[src/rtl/gpx_pkg.sv]
package gpx_pkg;
  localparam int unsigned OFS_DIRBUF = 0;
  localparam int unsigned OFS_DATA   = 1;
  localparam int unsigned OFS_IRQCFG = 2;
  localparam int unsigned OFS_STAT   = 3;
  localparam int unsigned OFS_LED    = 4;

  typedef enum logic {
    BUF_PUSHPULL  = 1'b0,
    BUF_OPENDRAIN = 1'b1
  } gpx_buf_e;
endpackage

[src/rtl/gpx_sync.sv]
module gpx_sync #(
  parameter int W      = 12,
  parameter int STAGES = 2
) (
  input  logic         clk,
  input  logic         rst,
  input  logic [W-1:0] d,
  output logic [W-1:0] q
);
  logic [W-1:0] st [STAGES];

  always_ff @(posedge clk) begin
    if (rst) begin
      for (int k = 0; k < STAGES; k++) st[k] <= '0;
    end else begin
      st[0] <= d;
      for (int k = 1; k < STAGES; k++) st[k] <= st[k-1];
    end
  end

  assign q = st[STAGES-1];
endmodule

[src/rtl/gpx_regs.sv]
module gpx_regs
  import gpx_pkg::*;
#(
  parameter int NPINS  = 12,
  parameter int NLED   = 8,
  parameter int AW     = 3,
  parameter int DW     = 32,
  parameter int HI_OFS = 16
) (
  input  logic             clk,
  input  logic             rst,
  input  logic [NLED-1:0]  strap,
  input  logic             we,
  input  logic [AW-1:0]    addr,
  input  logic [DW-1:0]    wdata,
  input  logic [NPINS-1:0] sync_in,
  output logic [NPINS-1:0] dir_o,
  output logic [NPINS-1:0] bufod_o,
  output logic [NPINS-1:0] dat_o,
  output logic [NPINS-1:0] ie_o,
  output logic [NPINS-1:0] st_o,
  output logic [NLED-1:0]  led_o,
  output logic [DW-1:0]    rdata_o,
  output logic             irq_o
);
  logic [NPINS-1:0] dir_q, bufod_q, dat_q, ie_q, pol_q, st_q;
  logic [NLED-1:0]  led_q;
  logic [NPINS-1:0] led_pin, outsel, rb, w1c, hit, st_d;
  logic [DW-1:0]    rd_d;
  logic             wr_dirbuf, wr_data, wr_irqcfg, wr_stat, wr_led;

  assign wr_dirbuf = we && (addr == AW'(OFS_DIRBUF));
  assign wr_data   = we && (addr == AW'(OFS_DATA));
  assign wr_irqcfg = we && (addr == AW'(OFS_IRQCFG));
  assign wr_stat   = we && (addr == AW'(OFS_STAT));
  assign wr_led    = we && (addr == AW'(OFS_LED));

  assign led_pin = NPINS'(led_q);
  assign outsel  = dir_q & ~led_pin;
  assign rb      = (outsel & dat_q) | (~outsel & sync_in);
  assign w1c     = wr_stat ? wdata[NPINS-1:0] : '0;
  assign hit     = ie_q & ~led_pin & ~(sync_in ^ pol_q);
  assign st_d    = ((st_q & ~w1c) | hit) & ~led_pin;

  always_ff @(posedge clk) begin
    if (rst) begin
      dir_q   <= '0;
      bufod_q <= '0;
      dat_q   <= '0;
      ie_q    <= '0;
      pol_q   <= '0;
      st_q    <= '0;
      led_q   <= strap;
    end else begin
      if (wr_dirbuf) begin
        dir_q   <= wdata[NPINS-1:0];
        bufod_q <= wdata[HI_OFS +: NPINS];
      end
      if (wr_data) dat_q <= wdata[NPINS-1:0];
      if (wr_irqcfg) begin
        ie_q  <= wdata[NPINS-1:0];
        pol_q <= wdata[HI_OFS +: NPINS];
      end
      if (wr_led) led_q <= wdata[NLED-1:0];
      st_q <= st_d;
    end
  end

  always_comb begin
    rd_d = '0;
    unique case (addr)
      AW'(OFS_DIRBUF): begin
        rd_d[NPINS-1:0]      = dir_q;
        rd_d[HI_OFS +: NPINS] = bufod_q;
      end
      AW'(OFS_DATA):   rd_d[NPINS-1:0] = rb;
      AW'(OFS_IRQCFG): begin
        rd_d[NPINS-1:0]      = ie_q;
        rd_d[HI_OFS +: NPINS] = pol_q;
      end
      AW'(OFS_STAT):   rd_d[NPINS-1:0] = st_q;
      AW'(OFS_LED):    rd_d[NLED-1:0]  = led_q;
      default:         rd_d = '0;
    endcase
  end

  always_ff @(posedge clk) begin
    if (rst) begin
      rdata_o <= '0;
      irq_o   <= 1'b0;
    end else begin
      rdata_o <= rd_d;
      irq_o   <= |(st_q & ie_q);
    end
  end

  assign dir_o   = dir_q;
  assign bufod_o = bufod_q;
  assign dat_o   = dat_q;
  assign ie_o    = ie_q;
  assign st_o    = st_q;
  assign led_o   = led_q;
endmodule

[src/rtl/gpx_padmux.sv]
module gpx_padmux
  import gpx_pkg::*;
#(
  parameter int NPINS = 12,
  parameter int NLED  = 8,
  parameter int TS_LO = 8,
  parameter int NTS   = 2
) (
  input  logic             clk,
  input  logic             rst,
  input  logic [NPINS-1:0] dir,
  input  logic [NPINS-1:0] bufod,
  input  logic [NPINS-1:0] dat,
  input  logic [NLED-1:0]  led_mode,
  input  logic [NLED-1:0]  led_on,
  input  logic [NTS-1:0]   ts_oe,
  input  logic [NTS-1:0]   ts_val,
  output logic [NPINS-1:0] pad_out,
  output logic [NPINS-1:0] pad_oe
);
  for (genvar i = 0; i < NPINS; i++) begin : g_pin
    localparam bit IS_LED = (i < NLED);
    localparam bit IS_TS  = (i >= TS_LO) && (i < TS_LO + NTS);
    logic en_w, val_w, ovr_w, ovr_oe;

    if (IS_TS) begin : g_ts
      assign en_w  = dir[i] | ts_oe[i-TS_LO];
      assign val_w = ts_oe[i-TS_LO] ? ts_val[i-TS_LO] : dat[i];
    end else begin : g_plain
      assign en_w  = dir[i];
      assign val_w = dat[i];
    end

    if (IS_LED) begin : g_led
      assign ovr_w  = led_mode[i];
      assign ovr_oe = led_on[i];
    end else begin : g_noled
      assign ovr_w  = 1'b0;
      assign ovr_oe = 1'b0;
    end

    always_ff @(posedge clk) begin
      if (rst) begin
        pad_oe[i]  <= 1'b0;
        pad_out[i] <= 1'b0;
      end else if (ovr_w) begin
        pad_oe[i]  <= ovr_oe;
        pad_out[i] <= 1'b0;
      end else if (gpx_buf_e'(bufod[i]) == BUF_OPENDRAIN) begin
        pad_oe[i]  <= en_w & ~val_w;
        pad_out[i] <= 1'b0;
      end else begin
        pad_oe[i]  <= en_w;
        pad_out[i] <= val_w;
      end
    end
  end
endmodule

[src/rtl/gpx_pin_ctrl.sv]
module gpx_pin_ctrl
  import gpx_pkg::*;
#(
  parameter int NPINS  = 12,
  parameter int NLED   = 8,
  parameter int TS_LO  = 8,
  parameter int NTS    = 2,
  parameter int AW     = 3,
  parameter int DW     = 32,
  parameter int HI_OFS = 16,
  parameter int SYNC_N = 2
) (
  input  logic             clk,
  input  logic             rst,
  input  logic [NLED-1:0]  strap_led,
  input  logic             reg_we,
  input  logic [AW-1:0]    reg_addr,
  input  logic [DW-1:0]    reg_wdata,
  output logic [DW-1:0]    reg_rdata,
  input  logic [NLED-1:0]  led_on,
  input  logic [NTS-1:0]   ts_oe,
  input  logic [NTS-1:0]   ts_val,
  input  logic [NPINS-1:0] pad_in,
  output logic [NPINS-1:0] pad_out,
  output logic [NPINS-1:0] pad_oe,
  output logic             irq
);
  logic [NPINS-1:0] sync_q, dir_q, bufod_q, dat_q, ie_q, st_q;
  logic [NLED-1:0]  led_q;

  gpx_sync #(.W(NPINS), .STAGES(SYNC_N)) u_sync (
    .clk(clk), .rst(rst), .d(pad_in), .q(sync_q)
  );

  gpx_regs #(
    .NPINS(NPINS), .NLED(NLED), .AW(AW), .DW(DW), .HI_OFS(HI_OFS)
  ) u_regs (
    .clk(clk), .rst(rst), .strap(strap_led), .we(reg_we), .addr(reg_addr),
    .wdata(reg_wdata), .sync_in(sync_q), .dir_o(dir_q), .bufod_o(bufod_q),
    .dat_o(dat_q), .ie_o(ie_q), .st_o(st_q), .led_o(led_q),
    .rdata_o(reg_rdata), .irq_o(irq)
  );

  gpx_padmux #(
    .NPINS(NPINS), .NLED(NLED), .TS_LO(TS_LO), .NTS(NTS)
  ) u_pads (
    .clk(clk), .rst(rst), .dir(dir_q), .bufod(bufod_q), .dat(dat_q),
    .led_mode(led_q), .led_on(led_on), .ts_oe(ts_oe), .ts_val(ts_val),
    .pad_out(pad_out), .pad_oe(pad_oe)
  );
endmodule

[config.mk]
export PLATFORM = sky130hd
export DESIGN_NAME = gpx_pin_ctrl
export DESIGN_NICKNAME = d
export VERILOG_FILES = /design/src/rtl/gpx_pkg.sv /design/src/rtl/gpx_sync.sv /design/src/rtl/gpx_regs.sv /design/src/rtl/gpx_padmux.sv /design/src/rtl/gpx_pin_ctrl.sv
export SDC_FILE = /design/constraint.sdc
export NUM_CORES = 1
export LEC_CHECK = 0
export BUFFER_PORTS_ARGS = -buffer_cell sky130_fd_sc_hd__buf_2
export CORE_MARGIN = 8
export CORE_UTILIZATION = 58
export DETAILED_ROUTE_END_ITERATION = 10
export PLACE_DENSITY = 0.84
export SLEW_MARGIN = 10
export SYNTH_ARGS = -nofsm -noshare
export SYNTH_HDL_FRONTEND = slang
export SYNTH_SLANG_ARGS = --single-unit
[constraint.sdc]
create_clock -name clk -period 2.7 [get_ports clk]
set_clock_uncertainty 0.05 [all_clocks]
set_input_delay 0.54 -clock clk [delete_from_list [all_inputs] [get_ports clk]]
set_output_delay 0.54 -clock clk [all_outputs]
set_load 0.005 [all_outputs]
Word-level counts from Yosys, hierarchy flattened
Memories as Yosys holds them, arrays and structs flattened.
Cells that the tools add are included.

storage, ports and cells
  output and inout port bits = 57
  register bits = 137
  memories = 1
  bits in writable memories = 24
  logic and storage cells = 135

memories
  name       words  width  read ports  clocked after Yosys merged registers in  write ports  RTL line        source
  u_sync.st  2      12     2           0                                        2            gpx_sync.sv:10  logic [W-1:0] st [STAGES];

operators by class
  reduce and logical (&&, ||, !) cells = 20
  bitwise operators = 43
  eq/ne operators = 4
  muxes and demuxes = 33

operator list
  kind                                                                    number
  12-bit bitwise AND                                                      8
  8-bit case mux with 5 select lines                                      1
  12-bit 2-to-1 mux                                                       3
  12-bit inverter                                                         3
  1-bit 2-to-1 mux                                                        25
  12-bit OR                                                               2
  12-bit case mux with 2 select lines                                     1
  3-bit OR reduction                                                      8
  8-bit 2-to-1 mux                                                        2
  4-bit case mux with 4 select lines                                      1
  1-bit bitwise AND                                                       12
  1-bit inverter                                                          12
  8-bit inverter with 12-bit output                                       1
  12-bit OR reduction                                                     1
  12-bit XOR                                                              1
  2-bit OR reduction                                                      4
  3-bit by 2-bit equality test with 1-bit output (second input constant)  2
  1-bit logical AND                                                       5
  1-bit OR                                                                4
  3-bit by 1-bit equality test with 1-bit output (second input constant)  1
  3-bit equality test (second input constant)                             1
  3-bit logical NOT                                                       1
  2-bit nonzero test                                                      1

Logic depth before layout (Yosys ltp)
Gate-level depths: netlist (run 1).

  word-level depth = 7
  depth in mapped cells = 6

Cells and area by module
Synthesis (run 1) repeated with hierarchy kept, for this count alone.

second synthesis, totals
  cells, all modules = 679
  area, all modules = 6282.3 um^2

by module, submodules not included
  module      cells each  seq. area each (um^2)  times used  area each (um^2)
  gpx_regs    535         2182.1                 1           4605.7
  gpx_padmux  82          480.5                  1           893.4
  gpx_sync    62          480.5                  1           783.3

Worst setup path before layout (run 1)
OpenSTA, ideal clock, no wires.

  path kind = input-to-reg
  start point = in reg_addr[2]
  end point = reg u_regs.pol_q[10]
  required time = 2518 ps
  slack = 999 ps
  library setup time = 132 ps
  data arrival time = 1519 ps
  cell stages on the path = 6
  cell sequence = nand2b_2 or3b_1 clkbuf_1 buf_2 nand2_1 a21oi_1

between the ends
  cells in the longest elaborated chain, start to end = 2

ends and longest elaborated chain
  what                                            RTL line            source
  start, declared                                 gpx_pin_ctrl.sv:17  input logic [AW-1:0] reg_addr,
  3-bit by 2-bit equality test with 1-bit output  gpx_regs.sv:34      assign wr_irqcfg = we && (addr == AW'(OFS_IRQCFG));
  1-bit logical AND                               gpx_regs.sv:34
  end signal, assigned                            gpx_regs.sv:62      pol_q <= wdata[HI_OFS +: NPINS];
  end, declared                                   gpx_regs.sv:26      logic [NPINS-1:0] dir_q, bufod_q, dat_q, ie_q, pol_q, st_q;

Every way passes these cells.
A chain may end at the register's enable or synchronous reset.

Final worst setup path (run 1)
  start point = in reg_addr[2]
  end point = reg u_regs.pol_q[5]

The elaborated chain is that of the path after synthesis.

==> results of run 1 <==
==> metal layers <==
| metal | global-route usage (%) | share of wire, % |
|---|---|---|
| met1 | 29.4 | 41 |
| met2 | 39.5 | 48 |
| met3 | 5.90 | 7.8 |
| met4 | 12.5 | 2.7 |
| met5 | 0 | 0 |
==> registers in the layout, indices dropped and copies added, names as in the netlist <==
register / flops
u_regs.st_o: 12
u_sync.st: 24
u_regs.bufod_o: 12
u_regs.dat_o: 12
u_regs.rdata_o: 24
u_regs.pol_q: 12
u_pads.pad_out: 12
u_regs.ie_o: 12
u_regs.dir_o: 12
u_regs.irq_o: 1
u_regs.led_o: 8
u_pads.pad_oe: 12
==> stage by stage <==
stage | util, % | cells | worst slack (ps) | area (sq um)
CTS | 71.3 | 913 | 1010 | 7230
global placement | 65.5 | 881 | 486 | 6640
finish | 71.3 | 913 | 951 | 7230
floorplan | - | 657 | 999 | 5970
global route | 71.3 | 913 | 931 | 7230
detailed placement | 65.5 | 881 | 463 | 6640
==> placed cells by master (no fill, tap or decap), drive strengths merged, types with 9 or more instances in the layout <==
cell type    n
nand2b      10
nor3        13
mux2i       31
a21oi       75
nor2        24
nand3b      10
nor2b       25
xnor2       12
clkbuf      22
buf        134
a22oi       12
nor4b        9
dfxtp      145
nand2      160
==> cells by family (layout without fill, tap and decap cells) <==
family / Yosys count / after routing / share of synthesized area [%]
xor gates and xnor gates: 12 / 12 / 1.77
AOI/OAI and AO/OA: 124 / 124 / 12.8
DFF: 153 / 153 / 52.9
other: 1 / 8 / 0.0631
buffers and inverters: 53 / 173 / 4.30
and+or+nand+nor: 268 / 268 / 21.4
muxes: 39 / 39 / 6.74
==> worst min path at each step <==
stage / depth (start not counted) / to
global placement: 1 / u_sync.st[0][21]
detailed placement: 1 / u_sync.st[0][21]
global route: 2 / u_sync.st[0][6]
finish: 2 / u_sync.st[0][6]
CTS: 2 / u_sync.st[0][6]
floorplan: 1 / u_sync.st[0][12]
==> worst max-delay path: stages <==
cell and delay (ps):
buf_2 260, nand2b_2 310, or3b_1 560, buf_4 260, nand2_1 90, a21oi_1 70
==> cell usage after synthesis, types with 8 or more instances <==
master	n
a21oi_1	75
a22oi_1	12
buf_2	15
buf_4	10
clkbuf_1	14
dfxtp_1	145
edfxtp_1	8
mux2_2	8
mux2i_1	31
nand2_1	160
nand2b_1	9
nand3b_1	10
nor2_1	23
nor2b_1	25
nor3_1	13
nor4b_1	8
xnor2_1	12
==> report_power, final <==
group	switching [mW]	total, mW	internal [mW]
clock	0.904	2.33	1.42
combinational	0.188	0.332	0.144
sequential	0.0557	2.40	2.35
==> final cells by class <==
type | count | area (sq um)
clock buffer | 22 | 475
fill | 750 | 2910
timing repair buffer | 134 | 733
multi-input combinational | 451 | 2570
clock inverter | 10 | 115
sequential | 153 | 3140
inverter | 7 | 26.3
tap | 136 | 170
==> out/summary.txt, run 1 <==
Hold WC Path Type: in2reg
Rel. slew slack: 66.5%
Die height: 117 microns
Clk root buf: clkbuf_8
H-tree levels: 4
HP Start: pad_in[6]
Final GP Congestion: 0.917
Ys flop type: dfxtp_1
Reg2reg setup slack: 1320 ps
Pwr/cell area: 700 nW/um^2
RR Startpoint: u_regs.led_o[1]
Vias in the first global route: 5193
Startpoint types: input pin
Share of layout cells above drive strength 1: 22.7%
Post-synth EDFFs: 8
Total power: 5.06 mW
Clock transition at the registers of the reported paths: 60 ps
CTS tree: built
Cell variety after synth: 44
Hold Fails Final Rpt: 0
Sequential element share of the synthesized area: 52.9%
Area Overhead vs Synth: 21.7%
Final Cycle Share: 64.8%
Yosys warning count: 0
Port Buffers: 110
Antenna-violating nets left: 0
Detailed Route WL: 16400 microns
Hold buffers post-CTS: 0
Outcome: complete, no violations
First-pass DRT Iterations: 5
MaxCap Viol Count: 0
Die Footprint: 13700 sq um
Max clock buf depth: 2
DRC: 0
Post-Syn Instances: 650
Dominant cell type by area after synthesis: dfxtp_1
Capturing point of the worst reg2reg path: u_regs.rdata_o[1]
Initial DRC Count: 539
Async SR Flop Fraction: 0%
R2R depth: 4
Syn avg cell area: 9.14 sq um
Vias: 5190
Number of synthesized register bits: 153
Top cells by area, synth: dfxtp_1, nand2_1, a21oi_1
Post-Route Setup TNS: 0 ps
CP Data Arrival Time: 2100 ps
Worst EP required: 3060 ps
Worst Setup SP: reg_addr[2]
Initial Util: 58.6%
# IOs: 127
WHS: 163 ps
First-pass GRT wire length: 25400 microns
Max Slew Vio Count: 0
Final net count: 834
Overall Global Routing Usage: 24.3%
Maximum vdd drop: 0.000422 V
Synth top area share: 48.9%
DR vias/cell: 5.68
Initial antenna violation count: 0
FP Rows: 37
ANT cells: 0
Dpl hpwl: 10900 microns
Fmax achieved: 572 MHz
CORE AREA: 10100 sq um
WL/cell: 17.9 microns
Grt total ovfl: 0
Width of the die: 117 microns
Num Clock Sinks: 153
Path type of the worst setup path: in2reg
Post-CTS sizing: 0
Largest net degree at the start of global routing: 34
# setup viols final: 0
LEAKAGE: 2.88 nW
Skew-Pair Late Insertion Delay: 530 ps
Critical Path Sink Type: flip-flop
Setup bufs post-CTS: 0
Syn Std Cell Area: 5940 sq um
Cts bufs inserted: 17
Tightest Pin Transition: 503 ps
RSZ-0062 raised after global routing: no
CP Max Fanout: 23
CP endpoint: u_regs.pol_q[5]
Fin crit period: 1750 ps
Power figures use the tool's default switching activity.
==> run 2, diff against run 1 <==
--- a/config.mk
+++ b/config.mk
@@ -7,9 +7,9 @@
 export LEC_CHECK = 0
 export BUFFER_PORTS_ARGS = -buffer_cell sky130_fd_sc_hd__buf_2
 export CORE_MARGIN = 8
-export CORE_UTILIZATION = 58
+export CORE_UTILIZATION = 49
 export DETAILED_ROUTE_END_ITERATION = 10
-export PLACE_DENSITY = 0.84
+export PLACE_DENSITY = 0.76
 export SLEW_MARGIN = 10
 export SYNTH_ARGS = -nofsm -noshare
 export SYNTH_HDL_FRONTEND = slang
==> constraint.sdc (replaced) <==
create_clock -name clk -period 1.5 [get_ports clk]
set_clock_uncertainty 0.05 [all_clocks]
set_input_delay 0.3 -clock clk [delete_from_list [all_inputs] [get_ports clk]]
set_output_delay 0.3 -clock clk [all_outputs]
set_load 0.005 [all_outputs]
==> run 2 against run 1 <==
Compared with the run above: hold slack worse by 130 ps; critical endpoint is now u_regs.irq_o; critical path depth is 3 lower; first-iteration DRC count is 15% higher; global-route usage is 3.2 points lower; worst setup slack worse by 880 ps; clock power is 99% higher.
==> out/summary.txt, run 2 (synthesis results as in run 1) <==
Area Overhead vs Synth: 28.4%
Die height: 126 microns (+7.6%)
Port Buffers: 110 (unchanged)
RSZ-0062 raised after global routing: no
Final Cycle Share: 95.0%
WHS Path Cells: 2 (unchanged)
GRT met2 Usage: 34.4% (-5.2 points)
Initial antenna violation count: 2 (+2)
Fillers: 980 (+31%)
Hold buffers post-CTS: 0 (unchanged)
Hold EP: u_sync.st[0][5]
Rel. slew slack: 56.1% (-10 points)
Pwr/cell area: 1270 nW/um^2 (+81%)
Place WS: -99.5 ps (-563 ps)
Worst EP required: 1710 ps (-1350 ps)
Top flop regs: u_regs.rdata_o (24), u_sync.st (24)
HP Start: pad_in[5]
Critical Path Sink Type: flip-flop
FP Rows: 40 (+8.1%)
DR vias/cell: 5.50 (-3.2%)
R2R depth: 3 (-1)
Width of the die: 126 microns (+7.6%)
Commonest non-fill, non-tap cells in the layout: nand2_1, dfxtp_1, buf_2, a21oi_1, buf_4
Reg2reg setup slack: 70 ps (-1250 ps)
Path type of the worst setup path: reg2reg
CP Max Fanout: 3 (-87%)
Skew-Pair Late Insertion Delay: 420 ps (-110 ps)
Share of layout cells above drive strength 1: 26.1% (+3.4 points)
LEAKAGE: 3.10 nW (+7.7%)
Max clock buf depth: 2 (unchanged)
CP bufs+invs: 0 (-2)
CP Data Arrival Time: 1640 ps (-460 ps)
Initial Util: 49.9% (-8.7 points)
Final net count: 871 (+4.4%)
Detailed Route WL: 16700 microns (+2.3%)
First-pass DRT Iterations: 5 (unchanged)
Hold WC Path Type: in2reg
DRC: 0 (unchanged)
Total power: 9.66 mW (+91%)
MaxCap Viol Count: 0 (unchanged)
Fmax achieved: 701 MHz
WL/cell: 17.4 microns (-2.9%)
Overall Global Routing Usage: 21.1% (-3.2 points)
Crit path max-delay family: compound AO/OA/AOI/OAI gates
H-tree levels: 4 (unchanged)
RR Startpoint: u_regs.st_o[5]
Num Clock Sinks: 153 (unchanged)
WHS: 30.2 ps (-133 ps)
Post-Route Setup TNS: 0 ps (unchanged)
Final GP Congestion: 0.932 (+1.6%)
Max stage delay on crit path: 400 ps (-160 ps)
Maximum vdd drop: 0.000806 V (+91%)
Die Footprint: 15900 sq um (+16%)
Vias: 5286 (+1.8%)
Post-CTS sizing: 0 (unchanged)
Fin crit period: 1430 ps
First-pass GRT wire length: 26500 microns (+4.3%)
Clock transition at the registers of the reported paths: 60 ps (about the same)
GR Layer Usage met3: 7.34% (+1.4 points)
Commonest non-fill, non-tap cell in the layout: nand2_1
Fin cells: 961 (+5.3%)
Clk root buf: clkbuf_16
Outcome: complete, no violations
Final Cell Area: 7620 sq um (+5.4%)
GR peak layer: met2
Cts bufs inserted: 17 (unchanged)
Tightest Pin Transition: 657 ps (+155 ps)
CP cell instances: a22o_1 -> a221oi_1 -> a31oi_1
Vias in the first global route: 5315 (+2.3%)
Final worst-path setup slack: 74.3 ps (-877 ps)
Max Slew Vio Count: 0 (unchanged)
# IOs: 127 (unchanged)
Setup bufs post-CTS: 0 (unchanged)
Grt total ovfl: 0 (unchanged)
Antenna-violating nets left: 0 (unchanged)
CTS tree: built
Largest net degree at the start of global routing: 38 (+12%)
Hold Fails Final Rpt: 0 (unchanged)
# setup viols final: 0 (unchanged)
CORE AREA: 11900 sq um (+17%)
Cell Area, Placed: 6970 sq um (+5.0%)
M1 GR Usage: 24.7% (-4.8 points)
Dpl hpwl: 12200 microns (+11%)
Startpoint types: flip-flop
Inst Count DP: 929 (+5.4%)
Initial DRC Count: 622 (+15%)
Layout Utilization: 64.0% (-7.3 points)
CP max stage cell: a221oi_1
Capturing point of the worst reg2reg path: u_regs.irq_o
run 2: area by class of cell:
class | instances | area, sq um | area share, %
clock buffers | 25 | 517 | 6.78
well taps | 147 | 184 | 2.41
inverters | 7 | 26.3 | 0.345
diodes | 1 | 2.50 | 0.0328
multi-input cells | 451 | 2570 | 33.7
clock inverters | 6 | 135 | 1.77
repair buffers | 171 | 1050 | 13.8
flip-flops and latches | 153 | 3140 | 41.2
run 2: how the worst max path moves through the flow:
stage          slack, ps  cells after the start            from           endpoint
2_1_floorplan         40                      6     reg_addr[2]   u_regs.pol_q[10]
3_3_place_gp         -50                      5     reg_addr[1]  u_regs.rdata_o[1]
3_5_place_dp        -100                      5     reg_addr[1]  u_regs.rdata_o[1]
4_1_cts              140                      3  u_regs.st_o[5]       u_regs.irq_o
5_1_grt               80                      3  u_regs.st_o[5]       u_regs.irq_o
6_report              70                      3  u_regs.st_o[5]       u_regs.irq_o
run 2: layer usage:
| layer | part of all wire (%) | vias to the layer above |
|---|---|---|
| met1 | 40 | 2497 |
| met5 | 0.060 | - |
| met3 | 9.3 | 35 |
| met2 | 48 | 257 |
| met4 | 2.4 | 2 |
| li1 | - | 2495 |
run 2: power by group:
group	total, mW	internal, mW	switching (mW)
logic	0.719	0.341	0.378
registers	4.30	4.22	0.0753
clock network	4.64	3.05	1.59
total	9.66	7.62	2.04
==> run 3, diff against run 2 <==
--- a/config.mk
+++ b/config.mk
@@ -9,6 +9,7 @@
 export CORE_MARGIN = 8
 export CORE_UTILIZATION = 49
 export DETAILED_ROUTE_END_ITERATION = 10
+export HOLD_SLACK_MARGIN = 0.05
 export PLACE_DENSITY = 0.76
 export SLEW_MARGIN = 10
 export SYNTH_ARGS = -nofsm -noshare
==> run 3 against run 2 <==
Compared with the run above: count of clock-buffer cells in the layout did not move; first-iteration DRC count rose by 11%; clock power barely moved; power rose by 0.24%; sequential share of layout area fell by 0.53 points; die area did not move; sequential cell count did not move; final cell count rose by 1.0%; sequential power barely moved; via count rose by 0.79%; combinational power rose by 3%; core utilization rose by 0.84 points; critical endpoint unchanged; largest cell class unchanged.
==> out/summary.txt, run 3 (synthesis results as in run 1) <==
Outcome: complete, no violations
Area Overhead vs Synth: 30.0%
LEAKAGE: 3.15 nW (+1.3%)
Vias: 5328 (+0.79%)
# IOs: 127 (unchanged)
Detailed Route WL: 16900 microns (+0.69%)
Final GP Congestion: 0.932 (unchanged)
Fin crit period: 1390 ps (-33.6 ps)
Overall Global Routing Usage: 21.2% (+0.063 points)
DRC: 0 (unchanged)
First-pass DRT Iterations: 5 (unchanged)
Post-CTS sizing: 0 (unchanged)
WL/cell: 17.4 microns (-0.34%)
RSZ-0062 raised after global routing: no
Commonest non-fill, non-tap cell in the layout: nand2_1
Skew-Pair Late Insertion Delay: 430 ps (about the same)
CP cell instances: a22o_1 -> a221oi_1 -> a31oi_1
Reg power frac: 44.4% (about the same)
Cell Area, Placed: 6970 sq um (unchanged)
Final Cycle Share: 92.8% (-2.2 points)
First-pass GRT wire length: 26600 microns (+0.39%)
# setup viols final: 0 (unchanged)
Cell internal pwr: 7.63 mW (+0.21%)
Fin cells: 971 (+1.0%)
H-tree levels: 4 (unchanged)
WHS Path Cells: 2 (unchanged)
Clk root buf: clkbuf_16
Initial Util: 49.9% (unchanged)
Rel. slew slack: 57.9% (+1.8 points)
Switching part of the total power: 21.1% (+0.026 points)
Dpl hpwl: 12200 microns (unchanged)
Final Cell Area: 7720 sq um (+1.3%)
Vias in the first global route: 5353 (+0.71%)
CP Max Fanout: 3 (unchanged)
CP max stage cell: a221oi_1
Tightest Pin Transition: 630 ps (-27.0 ps)
Clk network pwr share: 48.0% (about the same)
Die height: 126 microns (unchanged)
Port Buffers: 110 (unchanged)
Initial antenna violation count: 2 (unchanged)
Pwr/cell area: 1250 nW/um^2 (-1.1%)
Total power: 9.68 mW (+0.24%)
Path type of the worst setup path: reg2reg
CP Data Arrival Time: 1610 ps (-30 ps)
Setup bufs post-CTS: 0 (unchanged)
Largest net degree at the start of global routing: 38 (unchanged)
Clock transition at the registers of the reported paths: 60 ps (about the same)
Cts bufs inserted: 17 (unchanged)
Commonest non-fill, non-tap cells in the layout: nand2_1, dfxtp_1, buf_2, a21oi_1, buf_4
R2R depth: 3 (unchanged)
CTS tree: built
Num Clock Sinks: 153 (unchanged)
Critical Path Sink Type: flip-flop
Die Footprint: 15900 sq um (unchanged)
Antenna-violating nets left: 0 (unchanged)
Comb power frac: 7.6% (+0.2 points)
Max stage delay on crit path: 370 ps (-30 ps)
Worst EP required: 1720 ps (about the same)
Top flop regs: u_regs.rdata_o (24), u_sync.st (24)
Hold WC Path Type: in2reg
RR Startpoint: u_regs.st_o[5]
Initial DRC Count: 688 (+11%)
Hold buffers post-CTS: 10 (+10)
DR vias/cell: 5.49 (-0.24%)
Switching power total: 2.05 mW (+0.37%)
Worst Setup SP: u_regs.st_o[5]
Fillers: 965 (-1.5%)
Grt total ovfl: 0 (unchanged)
Max clock buf depth: 2 (unchanged)
Max Slew Vio Count: 0 (unchanged)
Fmax achieved: 718 MHz (+2.4%)
Share of layout cells above drive strength 1: 25.8% (-0.32 points)
Width of the die: 126 microns (unchanged)
Final net count: 881 (+1.1%)
Startpoint types: flip-flop
Hold Fails Final Rpt: 0 (unchanged)
Maximum vdd drop: 0.000814 V (+0.98%)
FP Rows: 40 (unchanged)
HP Start: pad_in[2]
CORE AREA: 11900 sq um (unchanged)
MaxCap Viol Count: 0 (unchanged)
Inst Count DP: 929 (unchanged)
run 3: changes by cell type in the layout (fill, tap and decap cells not counted), sizes merged:
cell | previous run | this run
dlygate4sd3 | 0 | 10
run 3: per-layer routing:
layer  GRT usage, %  up-vias  wire, microns
met5              0        -             10
met1           24.7     2527           6880
met2           34.6      246           8120
li1               -     2517              -
met3           7.34       36           1460
met4           9.48        2            401
run 3: layout make-up:
| cell class | instances | area (sq um) | area share [%] |
|---|---|---|---|
| Antenna cell | 1 | 2.50 | 0.0324 |
| Clock buffer | 25 | 517 | 6.69 |
| Clock inverter | 6 | 135 | 1.75 |
| Inverter | 7 | 26.3 | 0.340 |
| Multi-Input combinational cell | 451 | 2570 | 33.2 |
| Sequential cell | 153 | 3140 | 40.7 |
| Tap cell | 147 | 184 | 2.38 |
| Timing Repair Buffer | 181 | 1150 | 14.9 |
run 3: critical path: cells and delay by family (launching register included):
family	cells	cell delay [ps]
AO/OA/AOI/OAI	3	820
flip-flops	1	360
run 3: final timing paths:
path	end	slack (ps)
worst max register to register	u_regs.irq_o	110
worst min-delay path	u_sync.st[0][2]	60
worst min register to register	u_sync.st[0][13]	390
worst max-delay path	u_regs.irq_o	110
run 3: power by group through the flow:
stage               Combinational [mW]  Sequential [mW]  Clock [mW]
floorplan                        0.353             4.38           0
global placement                 0.689             4.38           0
detailed placement               0.708             4.38           0
CTS                              0.734             4.30        4.70
global route                     0.796             4.31        4.87
finish                           0.739             4.30        4.64
run 3: through the flow:
stage               hold slack, ps  utilization, %  setup TNS (ps)  setup WS [ps]
floorplan                      364               -               0           38.7
global placement               373            58.5            -460          -50.2
detailed placement             374            58.5           -1270          -99.5
CTS                           50.8            64.8               0            143
global route                  64.7            64.8               0           76.4
finish                        63.2            64.8               0            108
